`src/rtl/nor_cmd_pkg.sv`:
```
package nor_cmd_pkg;
    typedef enum logic [3:0] {
        IDLE_READ,
        GOT_UNLOCK1,
        GOT_UNLOCK2,
        PROG_WAIT_DATA,
        PROG_BUSY,
        BYPASS_IDLE,
        BYPASS_WAIT_DATA,
        BYPASS_EXIT_WAIT,
        SEC_EXIT_WAIT
    } seq_state_t;

    localparam logic [11:0] KEY_ADDR_A = 12'h555;
    localparam logic [11:0] KEY_ADDR_B = 12'h2AA;
    localparam logic [7:0]  KEY_DATA_A = 8'hAA;
    localparam logic [7:0]  KEY_DATA_B = 8'h55;
    localparam logic [7:0]  OP_PROGRAM = 8'hA0;
    localparam logic [7:0]  OP_BYPASS  = 8'h20;
    localparam logic [7:0]  OP_SEC_IN  = 8'h88;
    localparam logic [7:0]  OP_LEAVE1  = 8'h90;
    localparam logic [7:0]  OP_LEAVE2  = 8'h00;
endpackage

```
`src/rtl/nor_prog_timer.sv`:
```
module nor_prog_timer #(
    parameter int PROG_CYC = 8
) (
    input  logic clk,
    input  logic rst_n,
    input  logic start,
    output logic done
);
    localparam int CNT_W = $clog2(PROG_CYC + 1);
    localparam logic [CNT_W-1:0] LOAD = CNT_W'(PROG_CYC - 1);

    logic [CNT_W-1:0] cnt_q;

    always_ff @(posedge clk or negedge rst_n) begin
        if (!rst_n)            cnt_q <= '0;
        else if (start)        cnt_q <= LOAD;
        else if (cnt_q != '0)  cnt_q <= cnt_q - 1'b1;
    end

    assign done = (cnt_q == '0);

    // the busy window shrinks by one each cycle
    p_count_down_r1: assert property (@(posedge clk) disable iff (!rst_n)
        (cnt_q != '0 && !start) |=> (cnt_q == $past(cnt_q) - 1'b1));
endmodule

```
`src/rtl/nor_cell_array.sv`:
```
module nor_cell_array #(
    parameter int IDX_W = 4
) (
    input  logic             clk,
    input  logic             rst_n,
    input  logic [IDX_W:0]   rd_idx,
    output logic [7:0]       rd_data,
    input  logic             wr_en,
    input  logic [IDX_W:0]   wr_idx,
    input  logic [7:0]       wr_data
);
    localparam int CELLS = 2 ** (IDX_W + 1);

    logic [7:0] cell_q [CELLS];

    initial begin
        for (int i = 0; i < CELLS; i++) cell_q[i] = 8'hFF;
    end

    always_ff @(posedge clk) begin
        if (wr_en) cell_q[wr_idx] <= cell_q[wr_idx] & wr_data;
    end

    assign rd_data = cell_q[rd_idx];

    // a commit never raises a bit of the target cell
    p_only_clear_r6: assert property (@(posedge clk) disable iff (!rst_n)
        wr_en |=> ((cell_q[$past(wr_idx)] & ~$past(cell_q[wr_idx])) == 8'h00));
endmodule

```
`src/rtl/nor_cmd_seq.sv`:
```
module nor_cmd_seq
    import nor_cmd_pkg::*;
#(
    parameter int ADDR_W = 12,
    parameter int IDX_W  = 4
) (
    input  logic              clk,
    input  logic              rst_n,
    input  logic              we,
    input  logic [ADDR_W-1:0] addr,
    input  logic [7:0]        wdata,
    input  logic [7:0]        cell_old,
    input  logic              prog_done,
    output logic              timer_start,
    output logic              commit,
    output logic [IDX_W:0]    commit_idx,
    output logic [7:0]        commit_data,
    output logic              busy,
    output logic              in_bypass,
    output logic              in_secure,
    output logic [7:0]        status
);
    seq_state_t       state_q, state_d;
    logic             sec_q, sec_d;
    logic             ret_byp_q;
    logic [IDX_W:0]   pend_idx_q;
    logic [7:0]       pend_data_q;
    logic             err_q;
    logic             hit_a, hit_b, at_key;

    assign at_key = (addr == ADDR_W'(KEY_ADDR_A));
    assign hit_a  = at_key && (wdata == KEY_DATA_A);
    assign hit_b  = (addr == ADDR_W'(KEY_ADDR_B)) && (wdata == KEY_DATA_B);

    always_comb begin
        state_d     = state_q;
        sec_d       = sec_q;
        timer_start = 1'b0;
        commit      = 1'b0;
        unique case (state_q)
            IDLE_READ:        if (we && hit_a) state_d = GOT_UNLOCK1;
            GOT_UNLOCK1:      if (we) state_d = hit_b ? GOT_UNLOCK2 : IDLE_READ;
            GOT_UNLOCK2: if (we) begin
                state_d = IDLE_READ;
                if (at_key && wdata == OP_PROGRAM)                state_d = PROG_WAIT_DATA;
                else if (at_key && wdata == OP_BYPASS && !sec_q)  state_d = BYPASS_IDLE;
                else if (at_key && wdata == OP_SEC_IN && !sec_q)  sec_d   = 1'b1;
                else if (at_key && wdata == OP_LEAVE1 && sec_q)   state_d = SEC_EXIT_WAIT;
            end
            SEC_EXIT_WAIT: if (we) begin
                state_d = IDLE_READ;
                if (wdata == OP_LEAVE2) sec_d = 1'b0;
            end
            PROG_WAIT_DATA, BYPASS_WAIT_DATA: if (we) begin
                state_d     = PROG_BUSY;
                timer_start = 1'b1;
            end
            PROG_BUSY: if (prog_done) begin
                commit  = 1'b1;
                state_d = ret_byp_q ? BYPASS_IDLE : IDLE_READ;
            end
            BYPASS_IDLE: if (we) begin
                if (wdata == OP_PROGRAM)     state_d = BYPASS_WAIT_DATA;
                else if (wdata == OP_LEAVE1) state_d = BYPASS_EXIT_WAIT;
            end
            BYPASS_EXIT_WAIT: if (we) state_d = (wdata == OP_LEAVE2) ? IDLE_READ : BYPASS_IDLE;
            default: state_d = IDLE_READ;
        endcase
    end

    always_ff @(posedge clk or negedge rst_n) begin
        if (!rst_n) begin
            state_q     <= IDLE_READ;
            sec_q       <= 1'b0;
            ret_byp_q   <= 1'b0;
            pend_idx_q  <= '0;
            pend_data_q <= 8'hFF;
            err_q       <= 1'b0;
        end else begin
            state_q <= state_d;
            sec_q   <= sec_d;
            if (timer_start) begin
                ret_byp_q   <= (state_q == BYPASS_WAIT_DATA);
                pend_idx_q  <= {sec_q, addr[IDX_W-1:0]};
                pend_data_q <= wdata;
                err_q       <= |(wdata & ~cell_old);
            end
        end
    end

    always_comb begin
        busy        = (state_q == PROG_BUSY);
        in_secure   = sec_q;
        in_bypass   = (state_q == BYPASS_IDLE) || (state_q == BYPASS_WAIT_DATA) ||
                      (state_q == BYPASS_EXIT_WAIT) || (busy && ret_byp_q);
        commit_idx  = pend_idx_q;
        commit_data = pend_data_q;
        status      = {~pend_data_q[7], 1'b0, err_q, 5'b0};
    end

    // the data write of a standard program starts the busy phase
    p_prog_enters_busy_r1: assert property (@(posedge clk) disable iff (!rst_n)
        (state_q == PROG_WAIT_DATA && we) |=> busy);
    // a running program keeps its target whatever is written
    p_busy_holds_r5: assert property (@(posedge clk) disable iff (!rst_n)
        (busy && !prog_done) |=> (busy && $stable(pend_data_q) && $stable(pend_idx_q)));
    // bypass and secured modes exclude each other
    p_no_bypass_secure_r8: assert property (@(posedge clk) disable iff (!rst_n)
        in_secure |-> !in_bypass);
    // after the commit the decoder reads the array again
    p_commit_frees_r10: assert property (@(posedge clk) disable iff (!rst_n)
        commit |=> !busy);
endmodule

```
`src/rtl/nor_cmd_decoder.sv`:
```
module nor_cmd_decoder #(
    parameter int ADDR_W   = 12,
    parameter int IDX_W    = 4,
    parameter int PROG_CYC = 8
) (
    input  logic              clk,
    input  logic              rst_n,
    input  logic              bus_we,
    input  logic [ADDR_W-1:0] bus_addr,
    input  logic [7:0]        bus_wdata,
    output logic [7:0]        bus_rdata,
    output logic              ready,
    output logic              in_bypass,
    output logic              in_secure
);
    logic           timer_start, prog_done, commit, busy;
    logic [IDX_W:0] commit_idx, rd_idx;
    logic [7:0]     commit_data, cell_rd, status;

    nor_cmd_seq #(.ADDR_W(ADDR_W), .IDX_W(IDX_W)) u_seq (
        .clk(clk), .rst_n(rst_n), .we(bus_we), .addr(bus_addr), .wdata(bus_wdata),
        .cell_old(cell_rd), .prog_done(prog_done), .timer_start(timer_start),
        .commit(commit), .commit_idx(commit_idx), .commit_data(commit_data),
        .busy(busy), .in_bypass(in_bypass), .in_secure(in_secure), .status(status)
    );

    nor_prog_timer #(.PROG_CYC(PROG_CYC)) u_timer (
        .clk(clk), .rst_n(rst_n), .start(timer_start), .done(prog_done)
    );

    assign rd_idx = {in_secure, bus_addr[IDX_W-1:0]};

    nor_cell_array #(.IDX_W(IDX_W)) u_array (
        .clk(clk), .rst_n(rst_n), .rd_idx(rd_idx), .rd_data(cell_rd),
        .wr_en(commit), .wr_idx(commit_idx), .wr_data(commit_data)
    );

    assign ready     = !busy;
    assign bus_rdata = busy ? status : cell_rd;

    // reset leaves the part ready
    p_reset_ready_r7: assert property (@(posedge clk) $rose(rst_n) |-> ready);
endmodule

```
`config.mk`:
```
export PLATFORM = sky130hd
export DESIGN_NAME = nor_cmd_decoder
export DESIGN_NICKNAME = d
export VERILOG_FILES = /design/src/rtl/nor_cmd_pkg.sv /design/src/rtl/nor_prog_timer.sv /design/src/rtl/nor_cell_array.sv /design/src/rtl/nor_cmd_seq.sv /design/src/rtl/nor_cmd_decoder.sv
export SDC_FILE = /design/constraint.sdc
export NUM_CORES = 1
export LEC_CHECK = 0
export ABC_CLOCK_PERIOD_IN_PS = 3200
export CORE_ASPECT_RATIO = 1.2
export CORE_MARGIN = 2
export CORE_UTILIZATION = 50
export DETAILED_ROUTE_END_ITERATION = 10
export GPL_TIMING_DRIVEN = 0
export PLACE_DENSITY = 0.78
export SYNTH_ARGS = -nofsm -noshare
export SYNTH_HDL_FRONTEND = slang
export SYNTH_SLANG_ARGS = --single-unit
export TNS_END_PERCENT = 30
```
`constraint.sdc`:
```
create_clock -name clk -period 3.2 [get_ports clk]
set_clock_uncertainty 0.2 [all_clocks]
set_input_delay 0.32 -clock clk [delete_from_list [all_inputs] [get_ports clk]]
set_output_delay 0.32 -clock clk [all_outputs]
set_load 0.02 [all_outputs]
```
# After elaboration in Yosys (flattened, before gate mapping)

Memories as Yosys holds them, arrays and structs flattened.
Cells that the tools add are included.

Add/sub/neg operators: 1
Equal/unequal tests: 29
Multiplexer cells: 34
Bitwise operators: 4
Reduce and logical (&&, ||, !) cells: 26

Operator list:

| operator                                               | number |
|---|---|
| 2-to-1 mux 4 bit                                       | 16 |
| equality test 8 bit (second input constant)            | 4 |
| case mux 4 bit (8 select lines)                        | 1 |
| inequality test 2 bit (second input constant)          | 9 |
| AND 8 bit                                              | 2 |
| equality test 4 x 3 -> 1 bit (second input constant)   | 4 |
| equality test 12 x 10 -> 1 bit (second input constant) | 1 |
| equality test 12 x 11 -> 1 bit (second input constant) | 1 |
| 2-to-1 mux 1 bit                                       | 12 |
| logical AND 1 bit                                      | 11 |
| AND reduction 9 bit                                    | 1 |
| equality test 4 x 2 -> 1 bit (second input constant)   | 2 |
| equality test 8 x 6 -> 1 bit (second input constant)   | 1 |
| equality test 8 x 7 -> 1 bit (second input constant)   | 1 |
| logical NOT 4 bit                                      | 2 |
| logical NOT 8 bit                                      | 1 |
| 2-to-1 mux 8 bit                                       | 1 |
| NOT 8 bit                                              | 1 |
| OR reduction 8 bit                                     | 1 |
| AND reduction 7 bit                                    | 1 |
| 2-to-1 mux 3 bit                                       | 2 |
| inequality test 2 x 1 -> 1 bit (second input constant) | 3 |
| equality test 4 x 1 -> 1 bit (second input constant)   | 1 |
| equality test 4 bit (second input constant)            | 1 |
| other kinds (10)                                       | 14 |

Flip-flop bits (word level): 24
Bits in writable memories: 256
Input port bits: 23
Output and inout bits: 11
Word-level logic and storage cells: 102
Memories: 1

Memory list:

| name           | depth | width | read ports | clocked after memory_dff | write ports | RTL line             | source |
|---|---|---|---|---|---|---|---|
| u_array.cell_q | 32    | 8     | 2          | 0                        | 1           | nor_cell_array.sv:14 | `logic [7:0] cell_q [CELLS];` |

# Depth between registers and ports, before layout

Gate-level depths: netlist of the first run.

Depth after elaboration: 9
Depth in mapped cells: 9
Depth with buffers taken out: 7

# Cells and area by module

A second synthesis of the first run with hierarchy kept.

Cells, all modules: 908
Area, all modules: 13,970.9 um2

By module, submodules not included:

| module          | times used | cells an instance | area an instance (um2) | seq. area each (um2) |
|---|---|---|---|---|
| nor_cell_array  | 1          | 741               | 12,293.0               | 7,687.4 |
| nor_cmd_seq     | 1          | 136               | 1,315.0                | 510.5 |
| nor_prog_timer  | 1          | 21                | 227.7                  | 100.1 |
| nor_cmd_decoder | 1          | 10                | 135.1                  | 0.0 |

# Worst setup path after synthesis of the first run

No wires, ideal clock.

Kind: register to register
Start point: reg u_seq.pend_idx_q[1], in the netlist u_seq.commit_idx[1]
End point: mem u_array.cell_q[0][6], data pin
Setup time: 0.398 ns
Arrival time: 2.580 ns
Data required time: 2.602 ns
Slack: 0.022 ns
Stages on the path, launching flop included: 7
Buffers on the path: 3
Clock period less this slack: 3.178 ns
Cell sequence: dfrtp_1 > clkbuf_1 > clkbuf_1 > clkbuf_1 > mux4_2 > a22oi_1 > a31oi_1

Cells in the longest elaborated chain, start to end: 2

Ends and longest elaborated chain:

| what                     | RTL line             | source |
|---|---|---|
| start: declaration       | nor_cmd_seq.sv:26    | `logic [IDX_W:0] pend_idx_q;` |
| start signal: assignment | nor_cmd_seq.sv:84    | `pend_idx_q <= {sec_q, addr[IDX_W-1:0]};` |
| memory read (32 x 8 bit) | -                    |  |
| AND 8 bit                | nor_cell_array.sv:21 | `if (wr_en) cell_q[wr_idx] <= cell_q[wr_idx] & wr_data;` |
| end: declaration         | nor_cell_array.sv:14 |  |

Every way passes these cells.

# Worst setup path in the final report of the first run

Start point: reg u_seq.pend_idx_q[3], in the netlist u_seq.commit_idx[3]
End point: mem u_array.cell_q[0][2], data pin

The elaborated chain is that of the path after synthesis.

==> flow_summary.json, run 1 <==
{
  "synth_area_per_cell_um2": 16.7,
  "post-route-cell-area_um2": 15900,
  "fillers": 1956,
  "ys_seq_elements": 280,
  "async_flop_share_pct": 8.57,
  "clock_tree.htree_level_count": 1,
  "share_of_post_route_cells_with_drive_strength_above_1_pct": 32.4,
  "drt_iter0_markers": 1420,
  "final_critical_path_setup_slack_ns": -0.0566,
  "critPathCaptureType": "register",
  "power_density_nw_per_um2": 738,
  "hold_viol": 0,
  "pre_cts_slack_ns": -1.03,
  "worst-endpoint-required_ns": 3.24,
  "irDropWorstVdd_mv": 0.332,
  "max-cap-violations": 0,
  "netlist.area_leader.share_pct": 56.5,
  "period_share_pct": 102,
  "clock-root-buffer": "sky130_fd_sc_hd__clkbuf_16",
  "synth-warning-count": 0,
  "core_outline_area_um2": 26900,
  "timing.critical_path.max_delay_family": "compound AO/OA/AOI/OAI gates",
  "power_mw": 11.7,
  "die_height_um": 185,
  "grt.total_usage_pct": 31.2,
  "routed_wl_um": 44200,
  "grt_max_degree": 25,
  "number_of_cts_inserted_buffers": 26,
  "fin_crit_ns": 3.26,
  "syn-cell-area_um2": 13600,
  "multi_input_area_um2": 5320,
  "clock_insertion_delay_worst_skew_ns": 0.56,
  "violations": "negative setup slack",
  "ys_dominant_reg_cell": "sky130_fd_sc_hd__edfxtp_1",
  "global_route_wire_length_before_repair_um": 62400,
  "netlist-cell-type-count": 76,
  "gpl.final_weighted_congestion": 0.958,
  "crit_type": "reg -> reg",
  "max_slew.worst_pin.slew_ns": 1.19,
  "clkSlewWorstSetupHoldPaths_ns": 0.07,
  "layout_area_overhead_pct": 17.1,
  "timing.final.max_slew_violations": 0,
  "drt-vias-per-instance": 7.31,
  "remaining_drc_errors": 0,
  "fin_util_pct": 59.1,
  "crit_fanout": 16,
  "placedInstanceArea_um2": 14500,
  "critical_path.startpoint_type": "register",
  "dp.cells": 1194,
  "synth-edff-count": 256,
  "detailedPlacementHpwl_um": 30800,
  "syn-num-nets": 840,
  "yosysSeqAreaShare_pct": 61.0,
  "crit_buf_inv": 1,
  "cts_tree": "built",
  "io_buffer_count": 32,
  "final.hold.worst_slack_ns": 0.205,
  "outcome": "finished, violations left",
  "syn-instance-count": 815,
  "initial_utilization_pct": 50.5,
  "synth_area_leader_cell": "sky130_fd_sc_hd__edfxtp_1",
  "antenna_violations_before_repair": 0,
  "final_nets": 921,
  "first_global_vias": 8807,
  "ioPinCount": 34,
  "timing.max_slew.rel_slack_pct": 20.5,
  "rows": 66,
  "top_cells_by_area_in_the_synthesized_netlist": "sky130_fd_sc_hd__edfxtp_1 (57%), sky130_fd_sc_hd__mux4_2 (16%), sky130_fd_sc_hd__mux2i_1 (3.6%)",
  "worstHoldPathType": "in -> async",
  "cp.arrival_ns": 3.30,
  "postCtsHoldBufs": 0,
  "report.final.setup_viol": 30,
  "timing.critical_path.slowest_cell_delay_ns": 0.73,
  "die_extent_in_x_um": 155,
  "clockBufferDepth": 3,
  "drtPass1Iterations": 6,
  "critPathSlowestCell": "sky130_fd_sc_hd__a41oi_4",
  "area_of_all_sequential_standard_cells_um2": 8300,
  "detail-route-antenna-nets": 0,
  "num_vias": 9176,
  "finalSetupTns_ns": -0.825,
  "grt_overflow_total": 0,
  "die_area_um2": 28500,
  "insertedDiodeCount": 0,
  "setup_repair_after_global_routing_missed_its_margin": "yes",
  "max_freq_mhz": 307,
  "wire_per_inst_um": 35.2,
  "post_layout_nonfiller_instances": 1256,
  "worst_path_cell_chain": "clkbuf_1, nand2_1, nor2_1, a22oi_2, a41oi_4",
  "power_leakage_nw": 5.19,
  "clock_sink_count": 280
}
==> layer usage <==
layer  wire [µm]  global-route usage (%)
met1       14900                    38.7
met2       20400                    49.3
met3        5410                    7.92
met4        3490                    19.3
met5           0                       0
==> cells in the mapped netlist (all sizes together), types with 3 or more instances <==
| master | n |
|---|---|
| edfxtp | 256 |
| mux4 | 106 |
| nor2 | 55 |
| mux2i | 49 |
| nand2 | 34 |
| a22oi | 31 |
| buf | 31 |
| clkbuf | 22 |
| o21ai | 19 |
| dfrtp | 16 |
| inv | 16 |
| o22ai | 13 |
| mux2 | 11 |
| nand3 | 9 |
| nor2b | 9 |
| a41oi | 8 |
| dfstp | 8 |
| a31oi | 7 |
| nor3 | 7 |
| a22o | 6 |
| nand4 | 6 |
| a21oi | 5 |
| and2 | 5 |
| and3 | 5 |
| nand3b | 5 |
| xnor2 | 5 |
| a21boi | 4 |
| nand2b | 4 |
| or2 | 4 |
| or3 | 4 |
| a2111oi | 3 |
| a211o | 3 |
| a221oi | 3 |
| a32oi | 3 |
| nor3b | 3 |
| nor4 | 3 |
| nor4b | 3 |
| o221ai | 3 |
==> placed cells by master, fill, tap and decap left out, types with 7 or more instances in the layout <==
cell type,instances
sky130_fd_sc_hd__buf_6,14
sky130_fd_sc_hd__mux4_1,8
sky130_fd_sc_hd__a22oi_2,12
sky130_fd_sc_hd__inv_1,16
sky130_fd_sc_hd__a41oi_4,7
sky130_fd_sc_hd__nor2b_1,9
sky130_fd_sc_hd__clkbuf_2,8
sky130_fd_sc_hd__clkbuf_16,27
sky130_fd_sc_hd__mux4_2,98
sky130_fd_sc_hd__mux2_2,9
sky130_fd_sc_hd__clkdlybuf4s50_1,21
sky130_fd_sc_hd__clkinv_1,9
sky130_fd_sc_hd__dfstp_2,8
sky130_fd_sc_hd__o22ai_1,12
sky130_fd_sc_hd__nor2_1,25
sky130_fd_sc_hd__edfxtp_1,256
sky130_fd_sc_hd__clkbuf_1,12
sky130_fd_sc_hd__nand2_1,34
sky130_fd_sc_hd__mux2i_1,47
sky130_fd_sc_hd__clkinv_2,7
sky130_fd_sc_hd__buf_4,16
sky130_fd_sc_hd__o21ai_0,17
sky130_fd_sc_hd__nor2_2,25
sky130_fd_sc_hd__dfrtp_1,16
sky130_fd_sc_hd__buf_12,8
sky130_fd_sc_hd__nand3_1,8
sky130_fd_sc_hd__a22oi_1,19
==> state kept, by name, summed over array words and instances (netlist names) <==
signal and flops:
u_array.cell_q 256, u_seq.commit_data 8, u_seq.commit_idx 5, u_seq.err_q 1, u_seq.in_secure 1, u_seq.ret_byp_q 1
u_seq.state_q 4, u_timer.cnt_q 4
==> repair_timing <==
item / 4_1_cts / 5_1_grt
gates cloned: 1 / 0
endpoints found under the setup margin: 521 / 255
setup buffers: 8 / 6
pin swaps: 9 / 4
resized for setup: 104 / 41
==> cell type report <==
type                    count  share of cell area, %
well taps                 340                   2.67
flip-flops and latches    280                   52.1
plain buffers              52                   2.80
clock buffers              30                   4.31
repair buffers             53                   3.58
inverters                  17                  0.409
clock inverters            18                  0.691
multi-input cells         466                   33.4
==> where the power goes <==
group          internal (mW)  switching, mW
clock                   1.61           1.35
combinational           1.42           2.45
sequential              4.84         0.0658
total                   7.88           3.87
==> path summary, 6_finish.rpt <==
kind                                                  from                                to  slack, ns  depth (start not counted)
max                        u_seq.commit_idx[3]$_DFFE_PN0P_    u_array.cell_q[0][2]$_DFFE_PP_      -0.06                          5
min                                                  rst_n   u_seq.commit_idx[3]$_DFFE_PN0P_       0.21                          1
max reg2reg                u_seq.commit_idx[3]$_DFFE_PN0P_    u_array.cell_q[0][2]$_DFFE_PP_      -0.06                          5
min reg2reg                        u_seq.err_q$_DFFE_PN0P_           u_seq.err_q$_DFFE_PN0P_       0.37                          2
max in group asynchronous                            rst_n       u_seq.ret_byp_q$_DFFE_PN0P_       1.88                          1
min in group clk                              bus_wdata[6]  u_seq.commit_data[6]$_DFFE_PN1P_       0.22                          3
==> cells by family after synthesis <==
group | after synthesis | synth area share, %
buf+inv | 70 | 2.92
flops | 280 | 61.0
compound gates | 127 | 7.11
mux | 166 | 22.3
fa+ha+maj | 2 | 0.184
simple gates | 165 | 6.12
xor+xnor | 5 | 0.322
(Power assumes the default switching activity.)
==> run 2: changes to the inputs <==
SLEW_MARGIN = 20   (was not set)
==> flow_summary.json, run 2 (synthesis results as in run 1) <==
{
  "critPathCaptureType": "register",
  "clock_sink_count": 280,
  "detail-route-antenna-nets": 0,
  "fin_util_pct": 59.0,
  "clockBufferDepth": 3,
  "hold_viol": 0,
  "die_area_um2": 28500,
  "drt_iter0_markers": 1462,
  "grt.total_usage_pct": 31.2,
  "share_of_post_route_cells_with_drive_strength_above_1_pct": 31.5,
  "crit_type": "reg -> reg",
  "worst-endpoint-required_ns": 3.22,
  "area_of_all_sequential_standard_cells_um2": 8300,
  "pre_cts_slack_ns": -1.02,
  "die_height_um": 185,
  "crit_buf_inv": 1,
  "report.final.setup_viol": 59,
  "clock_insertion_delay_worst_skew_ns": 0.55,
  "clock_tree.htree_level_count": 1,
  "critPathSlowestCell": "sky130_fd_sc_hd__a31oi_4",
  "grt_max_degree": 33,
  "fillers": 1940,
  "die_extent_in_x_um": 155,
  "gpl.final_weighted_congestion": 0.958,
  "final.hold.worst_slack_ns": 0.121,
  "fin_crit_ns": 3.24,
  "crit_fanout": 32,
  "detailedPlacementHpwl_um": 30900,
  "power_leakage_nw": 5.17,
  "routed_wl_um": 44100,
  "first_global_vias": 8905,
  "violations": "negative setup slack",
  "setup.reg_to_reg.worst_slack_ns": -0.04,
  "largest_reg_flops": 256,
  "io_buffer_count": 32,
  "cts_tree": "built",
  "critical_path.reg2reg.endpoint": "u_array.cell_q[5][6]$_DFFE_PP_",
  "critical_path.startpoint_type": "register",
  "max-cap-violations": 0,
  "timing.final.max_slew_violations": 0,
  "final_nets": 914,
  "cp.arrival_ns": 3.26,
  "period_share_pct": 101,
  "timing.critical_path.slowest_cell_delay_ns": 0.77,
  "drt-vias-per-instance": 7.30,
  "outcome": "finished, violations left",
  "drtPass1Iterations": 7,
  "multi_input_area_um2": 5280,
  "wire_per_inst_um": 35.3,
  "number_of_stages_on_the_worst_setup_path": 5,
  "worstHoldPathType": "in -> async",
  "rows": 66,
  "register_with_the_most_flip_flops": "u_array.cell_q",
  "clock-root-buffer": "sky130_fd_sc_hd__clkbuf_16",
  "r2r_path_start": "u_seq.commit_idx[3]$_DFFE_PN0P_",
  "max_freq_mhz": 309,
  "most_common_library_cell_in_the_layout_ignoring_fill_and_taps": "sky130_fd_sc_hd__edfxtp_1",
  "grt_overflow_total": 0,
  "initial_utilization_pct": 50.5,
  "final_cell_mix": "sky130_fd_sc_hd__edfxtp_1 (256), sky130_fd_sc_hd__mux4_2 (98), sky130_fd_sc_hd__mux2i_1 (48), sky130_fd_sc_hd__nand2_1 (34), sky130_fd_sc_hd__nor2_1 (30)",
  "worst_path_cell_chain": "clkbuf_1, nand2_1, nor2_1, a221oi_1, a31oi_4",
  "core_outline_area_um2": 26900,
  "power_density_nw_per_um2": 747,
  "timing.max_slew.rel_slack_pct": 32.4,
  "remaining_drc_errors": 0,
  "max_slew.worst_pin.slew_ns": 1.01,
  "global_route_wire_length_before_repair_um": 62700,
  "setup_repair_after_global_routing_missed_its_margin": "yes",
  "number_of_cts_inserted_buffers": 27,
  "ioPinCount": 34,
  "insertedDiodeCount": 0,
  "clkSlewWorstSetupHoldPaths_ns": 0.06,
  "layout_area_overhead_pct": 16.8,
  "irDropWorstVdd_mv": 0.339,
  "antenna_violations_before_repair": 0,
  "num_vias": 9121,
  "timing.critical_path.max_delay_family": "compound AO/OA/AOI/OAI gates",
  "final_critical_path_setup_slack_ns": -0.0378,
  "timing.reg2reg.worst_path_depth": 5
}
-- run 2: cell count changes in the layout (fill, tap and decap cells not counted), moves of 3 or more --
cell	delta
sky130_fd_sc_hd__clkbuf_8	+7
sky130_fd_sc_hd__nor2_2	-6
sky130_fd_sc_hd__nor2_1	+5
sky130_fd_sc_hd__buf_6	-4
sky130_fd_sc_hd__clkinv_1	-4
sky130_fd_sc_hd__a22oi_1	+3
sky130_fd_sc_hd__a22oi_2	-3
sky130_fd_sc_hd__buf_4	-3
sky130_fd_sc_hd__clkinv_2	-3
sky130_fd_sc_hd__dlygate4sd2_1	+3
-- run 2: timing repair --
| action | in CTS | in global routing |
|---|---|---|
| hold endpoints to repair | 0 | 24 |
| hold buffers | 0 | 1 |
| setup buffers | 6 | 1 |
| endpoints found under the setup margin | 521 | 301 |
| gates cloned | 0 | 1 |
| pin swaps | 7 | 3 |
| resized for setup | 99 | 26 |
-- run 2: layout make-up --
type,instances,area share [%]
tap,340,2.68
clock buffer,38,5.09
sequential,280,52.2
multi-input combinational,466,33.3
inverter,17,0.409
clock inverter,12,0.409
timing repair buffer,46,3.20
buffer,51,2.74
-- run 2: layer usage --
layer	wire length, µm	global-route usage [%]	vias up
met3	5520	7.85	189
met4	3230	18.3	0
li1	-	-	3559
met1	14900	39.2	4602
met5	0	0	-
met2	20500	49.4	771
-- run 2: report_power, final --
group          internal, mW  total [mW]  leakage [nW]  switching [mW]
clock network          1.76        3.12         0.432            1.36
logic                  1.39        3.83          2.13            2.44
registers              4.85        4.92          2.61          0.0745
-- run 2: worst max-delay path by stage --
stage	from	slack [ns]	endpoint
final	u_seq.commit_idx[3]$_DFFE_PN0P_	-0.04	u_array.cell_q[5][6]$_DFFE_PP_
after global routing	u_timer.cnt_q[0]$_DFFE_PN0P_	-0.20	u_array.cell_q[25][0]$_DFFE_PP_
after CTS	bus_addr[0]	-0.19	bus_rdata[5]
after detailed placement	u_seq.commit_idx[1]$_DFFE_PN0P_	-1.02	u_array.cell_q[21][5]$_DFFE_PP_
after global placement	u_seq.commit_idx[1]$_DFFE_PN0P_	-2.48	u_array.cell_q[20][5]$_DFFE_PP_
after floorplan	u_seq.commit_idx[1]$_DFFE_PN0P_	0.02	u_array.cell_q[0][6]$_DFFE_PP_
-- run 2: metrics by stage --
stage          total power, mW  area [µm²]  TNS, ns  instances
6_report                  11.9       15900    -1.27       1250
5_1_grt                   12.1       15900   -17.95       1250
4_1_cts                   11.7       15800   -0.191       1248
3_5_place_dp              8.57       14600  -356.00       1193
3_3_place_gp              8.17       14300  -719.71       1187
2_1_floorplan             6.92       13600        0        815
